--- src/rtl/sbq_pkg.sv ---
package sbq_pkg;
  localparam int REG_W  = 5;
  localparam int DATA_W = 32;

  typedef enum logic [1:0] {
    OP_ADD   = 2'd0,
    OP_BRZ   = 2'd1,
    OP_LOAD  = 2'd2,
    OP_STORE = 2'd3
  } opKind_e;

  typedef struct packed {
    opKind_e             kind;
    logic [REG_W-1:0]    dst;
    logic [DATA_W-1:0]   valA;
    logic [DATA_W-1:0]   valB;
  } sbqEntry_t;

  typedef struct packed {
    logic enqWrite;
    logic deqRelease;
    logic flushAll;
  } sbqStrobe_t;

  // only register-producing kinds take part in the search
  function automatic logic writesReg(sbqEntry_t e, logic [REG_W-1:0] r);
    return ((e.kind == OP_ADD) || (e.kind == OP_LOAD)) && (e.dst == r);
  endfunction
endpackage

--- src/rtl/sbq_ctrl.sv ---
module sbq_ctrl #(
  parameter int DEPTH = 4
) (
  input  logic                       clk,
  input  logic                       rst_n,
  input  logic                       enqValid,
  input  logic                       deqReq,
  input  logic                       clear,
  output sbq_pkg::sbqStrobe_t        strobe,
  output logic [$clog2(DEPTH)-1:0]   headIdx,
  output logic [$clog2(DEPTH)-1:0]   enqIdx,
  output logic                       isFull,
  output logic                       isEmpty
);
  localparam int PTR_W = $clog2(DEPTH);
  localparam int CNT_W = $clog2(DEPTH + 1);
  localparam logic [PTR_W-1:0] LAST = PTR_W'(DEPTH - 1);

  logic [PTR_W-1:0] headPtr, tailPtr;
  logic [CNT_W-1:0] count;

  function automatic logic [PTR_W-1:0] bump(logic [PTR_W-1:0] p);
    return (p == LAST) ? '0 : p + PTR_W'(1);
  endfunction

  assign isFull  = (count == CNT_W'(DEPTH));
  assign isEmpty = (count == '0);

  always_comb begin
    strobe.flushAll   = clear;
    strobe.deqRelease = deqReq && !isEmpty && !clear;
    strobe.enqWrite   = enqValid && (!isFull || clear);
  end

  assign headIdx = headPtr;
  assign enqIdx  = clear ? '0 : tailPtr;

  always_ff @(posedge clk or negedge rst_n) begin
    if (!rst_n) begin
      headPtr <= '0;
      tailPtr <= '0;
      count   <= '0;
    end else if (strobe.flushAll) begin
      headPtr <= '0;
      tailPtr <= strobe.enqWrite ? PTR_W'(1) : '0;
      count   <= strobe.enqWrite ? CNT_W'(1) : '0;
    end else begin
      if (strobe.deqRelease) headPtr <= bump(headPtr);
      if (strobe.enqWrite)   tailPtr <= bump(tailPtr);
      count <= count + CNT_W'(strobe.enqWrite) - CNT_W'(strobe.deqRelease);
    end
  end
endmodule

--- src/rtl/sbq_datapath.sv ---
module sbq_datapath #(
  parameter int DEPTH = 4
) (
  input  logic                              clk,
  input  logic                              rst_n,
  input  sbq_pkg::sbqStrobe_t               strobe,
  input  logic [$clog2(DEPTH)-1:0]          headIdx,
  input  logic [$clog2(DEPTH)-1:0]          enqIdx,
  input  sbq_pkg::sbqEntry_t                enqEntry,
  input  logic [sbq_pkg::REG_W-1:0]         findReg,
  output sbq_pkg::sbqEntry_t                headEntry,
  output logic                              findHit
);
  import sbq_pkg::*;
  localparam int PTR_W = $clog2(DEPTH);

  sbqEntry_t        slotView [DEPTH];
  logic [DEPTH-1:0] hitVec;

  for (genvar g = 0; g < DEPTH; g++) begin : g_slot
    localparam logic [PTR_W-1:0] IDX = PTR_W'(g);
    sbqEntry_t slotReg;
    logic      slotLive;
    logic      writeHere;
    logic      leaveHere;

    assign writeHere = strobe.enqWrite && (enqIdx == IDX);
    assign leaveHere = strobe.deqRelease && (headIdx == IDX);

    always_ff @(posedge clk or negedge rst_n) begin
      if (!rst_n)               slotLive <= 1'b0;
      else if (strobe.flushAll) slotLive <= writeHere;
      else if (writeHere)       slotLive <= 1'b1;
      else if (leaveHere)       slotLive <= 1'b0;
    end

    always_ff @(posedge clk) begin
      if (writeHere) slotReg <= enqEntry;
    end

    assign slotView[g] = slotReg;
    // search sees the queue after retire, before push
    assign hitVec[g] = slotLive && !leaveHere && writesReg(slotReg, findReg);
  end

  assign headEntry = slotView[headIdx];
  assign findHit   = (|hitVec) && !strobe.flushAll;
endmodule

--- src/rtl/sbq_scoreboard_fifo.sv ---
module sbq_scoreboard_fifo #(
  parameter int DEPTH = 4
) (
  input  logic        clk,
  input  logic        rst_n,
  input  logic        enqValid,
  input  logic [1:0]  enqKind,
  input  logic [4:0]  enqDst,
  input  logic [31:0] enqValA,
  input  logic [31:0] enqValB,
  output logic        full,
  input  logic        deqReq,
  output logic        empty,
  output logic [1:0]  headKind,
  output logic [4:0]  headDst,
  output logic [31:0] headValA,
  output logic [31:0] headValB,
  input  logic        clear,
  input  logic [4:0]  findReg,
  output logic        findHit
);
  import sbq_pkg::*;
  localparam int PTR_W = $clog2(DEPTH);

  sbqStrobe_t       strobe;
  logic [PTR_W-1:0] headIdx, enqIdx;
  sbqEntry_t        enqEntry, headEntry;

  always_comb begin
    enqEntry.kind = opKind_e'(enqKind);
    enqEntry.dst  = enqDst;
    enqEntry.valA = enqValA;
    enqEntry.valB = enqValB;
  end

  sbq_ctrl #(.DEPTH(DEPTH)) u_ctrl (
    .clk(clk), .rst_n(rst_n), .enqValid(enqValid), .deqReq(deqReq),
    .clear(clear), .strobe(strobe), .headIdx(headIdx), .enqIdx(enqIdx),
    .isFull(full), .isEmpty(empty)
  );

  sbq_datapath #(.DEPTH(DEPTH)) u_dp (
    .clk(clk), .rst_n(rst_n), .strobe(strobe), .headIdx(headIdx),
    .enqIdx(enqIdx), .enqEntry(enqEntry), .findReg(findReg),
    .headEntry(headEntry), .findHit(findHit)
  );

  assign headKind = headEntry.kind;
  assign headDst  = headEntry.dst;
  assign headValA = headEntry.valA;
  assign headValB = headEntry.valB;
endmodule

--- config.mk ---
export PLATFORM = sky130hd
export DESIGN_NAME = sbq_scoreboard_fifo
export DESIGN_NICKNAME = d
export VERILOG_FILES = /design/src/rtl/sbq_pkg.sv /design/src/rtl/sbq_ctrl.sv /design/src/rtl/sbq_datapath.sv /design/src/rtl/sbq_scoreboard_fifo.sv
export SDC_FILE = /design/constraint.sdc
export NUM_CORES = 1
export LEC_CHECK = 0
export ABC_AREA = 1
export BUFFER_PORTS_ARGS = -buffer_cell sky130_fd_sc_hd__buf_2
export CORE_UTILIZATION = 55
export DETAILED_ROUTE_END_ITERATION = 10
export GPL_TIMING_DRIVEN = 0
export PLACE_DENSITY = 0.73
export SLEW_MARGIN = 15
export SYNTH_ARGS = -nofsm -noshare
export SYNTH_HDL_FRONTEND = slang
export SYNTH_SLANG_ARGS = --single-unit
--- constraint.sdc ---
create_clock -name clk -period 6.1 [get_ports clk]
set_input_delay 0.305 -clock clk [delete_from_list [all_inputs] [get_ports clk]]
set_output_delay 0.305 -clock clk [all_outputs]
set_load 0.05 [all_outputs]
==> summary.md <==
| Metric | Value |
|---|---|
| Distinct cells, synth | 28 |
| Mapped Cells | 870 |
| I/O pin cnt | 155 |
| RSZ-0062 raised after global routing | false |
| Slew Viols, Final | 0 |
| Max Fclk | 325 MHz |
| Layout fillers | 1391 |
| PnR worst setup slack | 3020 ps |
| Iter 0 DRT Violations | 576 |
| Die ar. | 0.0217 mm² |
| Final setup vio count | 0 |
| CTS Root Cell | clkbuf_16 |
| Core area | 0.0204 mm² |
| Hold depth | 3 |
| Setup Skew | 14.9 ps |
| DR vias | 7843 |
| Fin crit period | 3080 ps |
| Met1 usage | 32.2% |
| Total GRT Usage | 24.5% |
| GRT Max-Usage Layer | met2 |
| Critical path class | flop to output port |
| Period utilization | 50.5% |
| Critical Path RT | 5790 ps |
| M2 GR Usage | 41.5% |
| Clock sink total | 295 |
| Sw Ratio | 36.9% |
| Peak VDD IR | 0.327 mV |
| Area leader, netlist | edfxtp_1 |
| Clk Latency, worst-skew pair | 560 ps |
| Seq/Total Area, Yosys | 75.9% |
| Mapped Area | 0.0116 mm² |
| Status | complete, no violations |
| DR pass1 iterations | 5 |
| Vias in the first global route | 7802 |
| WL final | 26.4 mm |
| Area growth syn-to-layout | 26.7% |
| Psw | 0.00230 W |
| Top-area cell type share of the netlist area | 73.5% |
| Power share of the sequential group | 39.3% |
| Combinational share of power | 32.3% |
| Drt wl/cell | 18.4 µm |
| TritonCTS clock tree | built |
| Antenna-violating nets left | 0 |
| Initial antenna violation count | 0 |
| Pwr Density | 423 mW/mm² |
| Synth area leaders | edfxtp_1 74%, nor2_1 5.0%, o21ai_0 4.0%, o22ai_1 3.7%, nand2_1 2.5% |
| Clock power share | 28.4% |
| Yosys Warn Count | 0 |
| Number of antenna repair diodes | 0 |
| Detailed placement HPWL | 16.4 mm |
| Die Width | 147 µm |
| Net Count, Synth | 958 |
| Longest Clk Path Bufs | 3 |
| R2R depth | 12 |
| Reg clk slew, reported paths | 60 ps |
| H-Tree Depth | 1 |
| Worst setup SP type | flop |
| Final hold vios | 0 |
| DR vias/cell | 5.47 |
| CP Data Arrival Time | 2770 ps |
| Fin util | 72.0% |
| Internal | 0.00393 W |
| Met3 Usage GRT | 3.60% |
| Number of max-cap violations | 0 |
| Initial core utilization | 56.8% |
| Crit path capture type | output port |
| CP max FO | 11 |
| Fraction of layout cells with a size suffix above 1 | 22.2% |
| Pleak | 5.57 nW |
| Total grt overflow | 0 |
| Post-cts resize count | 0 |
| # port buffers | 154 |
| Die height | 147 µm |
| Mapped Avg Cell Area | 13.3 µm² |
| First-pass GRT wire length | 40.6 mm |
| Setup TNS | 0 ps |
| Gpl congestion | 0.792 |
| Site Rows | 52 |
| Largest net degree at the start of global routing | 46 |
| Rel. slew slack | 48.7% |
| Num CTS Buffers | 30 |
| DRC | 0 |
| Place WS | 3610 ps |
| Nets | 1230 |
| Worst Tran Pin Value | 768 ps |
| Hold Crit Class | input port to flop |
| Register bit total from synthesis | 295 |
[power groups by stage]
stage,clock (W),combinational (W),sequential [W]
global route,0.00188,0.00213,0.00246
CTS,0.00179,0.00202,0.00244
finish,0.00176,0.00201,0.00245
detailed placement,0,0.00197,0.00249
global placement,0,0.00190,0.00251
floorplan,0,0.00141,0.00248
[sequential cells by signal, summed over array words and instances (netlist names)]
name,flops
u_ctrl.count,3
u_ctrl.headIdx,2
u_ctrl.tailPtr,2
u_dp.g_slot.slotLive,4
u_dp.g_slot.slotReg,284
[area by class of cell]
cell class	instances	area (µm²)	share of cell area (%)
Clock buffer	33	762	5.18
Sequential cell	295	8800	59.9
Multi-Input combinational cell	489	2360	16.1
Timing Repair Buffer	240	1770	12.0
Inverter	39	151	1.03
Buffer	47	308	2.09
Tap cell	270	338	2.30
Clock inverter	21	210	1.43
[stage by stage]
stage	hold WS [ps]	total power (W)	cells	instance area (µm²)
6_report	60.9	0.00622	1434	14700
5_1_grt	57.4	0.00647	1434	14700
4_1_cts	42.2	0.00625	1434	14700
3_5_place_dp	193	0.00446	1308	13000
3_3_place_gp	194	0.00441	1294	12700
2_1_floorplan	9.41	0.00389	870	11600
[cells by family after synthesis]
group           count (synthesis)  synth area share, %
compound gates                231                 10.8
fa+ha+maj                       7                0.820
flops                         295                 75.9
xor+xnor                        1               0.0755
buf+inv                        86                 3.94
simple gates                  250                 8.51
[cells in the mapped netlist, drive strengths merged]
cell      n
a31o      1
fa        1
ha        6
nand4     4
xor2      1
clkbuf   17
nor3      2
o22ai    69
nand3     5
o211ai    1
edfxtp  284
nor2    155
or2       7
o21bai    1
a21oi    16
inv      39
o21ai   143
nand2    77
buf      30
dfrtp    11
[what timing repair did]
action,4_1_cts,5_1_grt
hold endpoints to repair,295,0
setup buffers,0,0
hold buffers,72,0
[placed cells by master (no fill, tap or decap), types with 7 or more instances in the layout]
| master | Yosys | layout |
|---|---|---|
| buf_2 | 12 | 166 |
| dfrtp_1 | 11 | 11 |
| o21ai_1 | 51 | 51 |
| o22ai_1 | 69 | 69 |
| edfxtp_1 | 284 | 284 |
| inv_2 | 10 | 10 |
| a21oi_1 | 16 | 16 |
| o21ai_0 | 92 | 92 |
| clkinv_1 | 0 | 7 |
| dlygate4sd3_1 | 0 | 72 |
| buf_8 | 1 | 8 |
| clkbuf_16 | 0 | 30 |
| nor2_1 | 155 | 154 |
| buf_6 | 11 | 12 |
| nand2_1 | 76 | 76 |
| clkbuf_1 | 17 | 20 |
| inv_1 | 28 | 27 |
[worst max-delay path, stage by stage (launching register included)]
cell	delay (ps)
dfrtp_1	620
buf_6	230
inv_4	60
buf_6	140
buf_4	180
ha_1	220
nand4_1	100
nand2_1	70
inv_1	60
nand2_1	40
nand2_1	50
nor2_1	30
nor2_1	120
buf_2	280
[metal layers]
layer  share of wire, %  wire length (µm)
met5                  0                 0
met4                2.9               758
met1                 41             11000
met2                 49             13100
met3                6.2              1630
[worst paths after layout]
path | slack, ps | endpoint | from
worst max-delay path | 3020 | findHit | u_ctrl.headIdx[0]$_DFFE_PN0P_
worst min-delay path | 60 | u_ctrl.count[0]$_DFF_PN0_ | enqValid
worst max register to register | 3800 | u_ctrl.count[2]$_DFF_PN0_ | u_ctrl.count[1]$_DFF_PN0_
worst min register to register | 520 | u_dp.g_slot[3].slotLive$_DFFE_PN0P_ | u_dp.g_slot[3].slotLive$_DFFE_PN0P_
max in group asynchronous | 5720 | u_dp.g_slot[3].slotLive$_DFFE_PN0P_ | rst_n
min in group asynchronous | 160 | u_ctrl.headIdx[0]$_DFFE_PN0P_ | rst_n
Note: power is estimated with default switching activity, not from simulation.
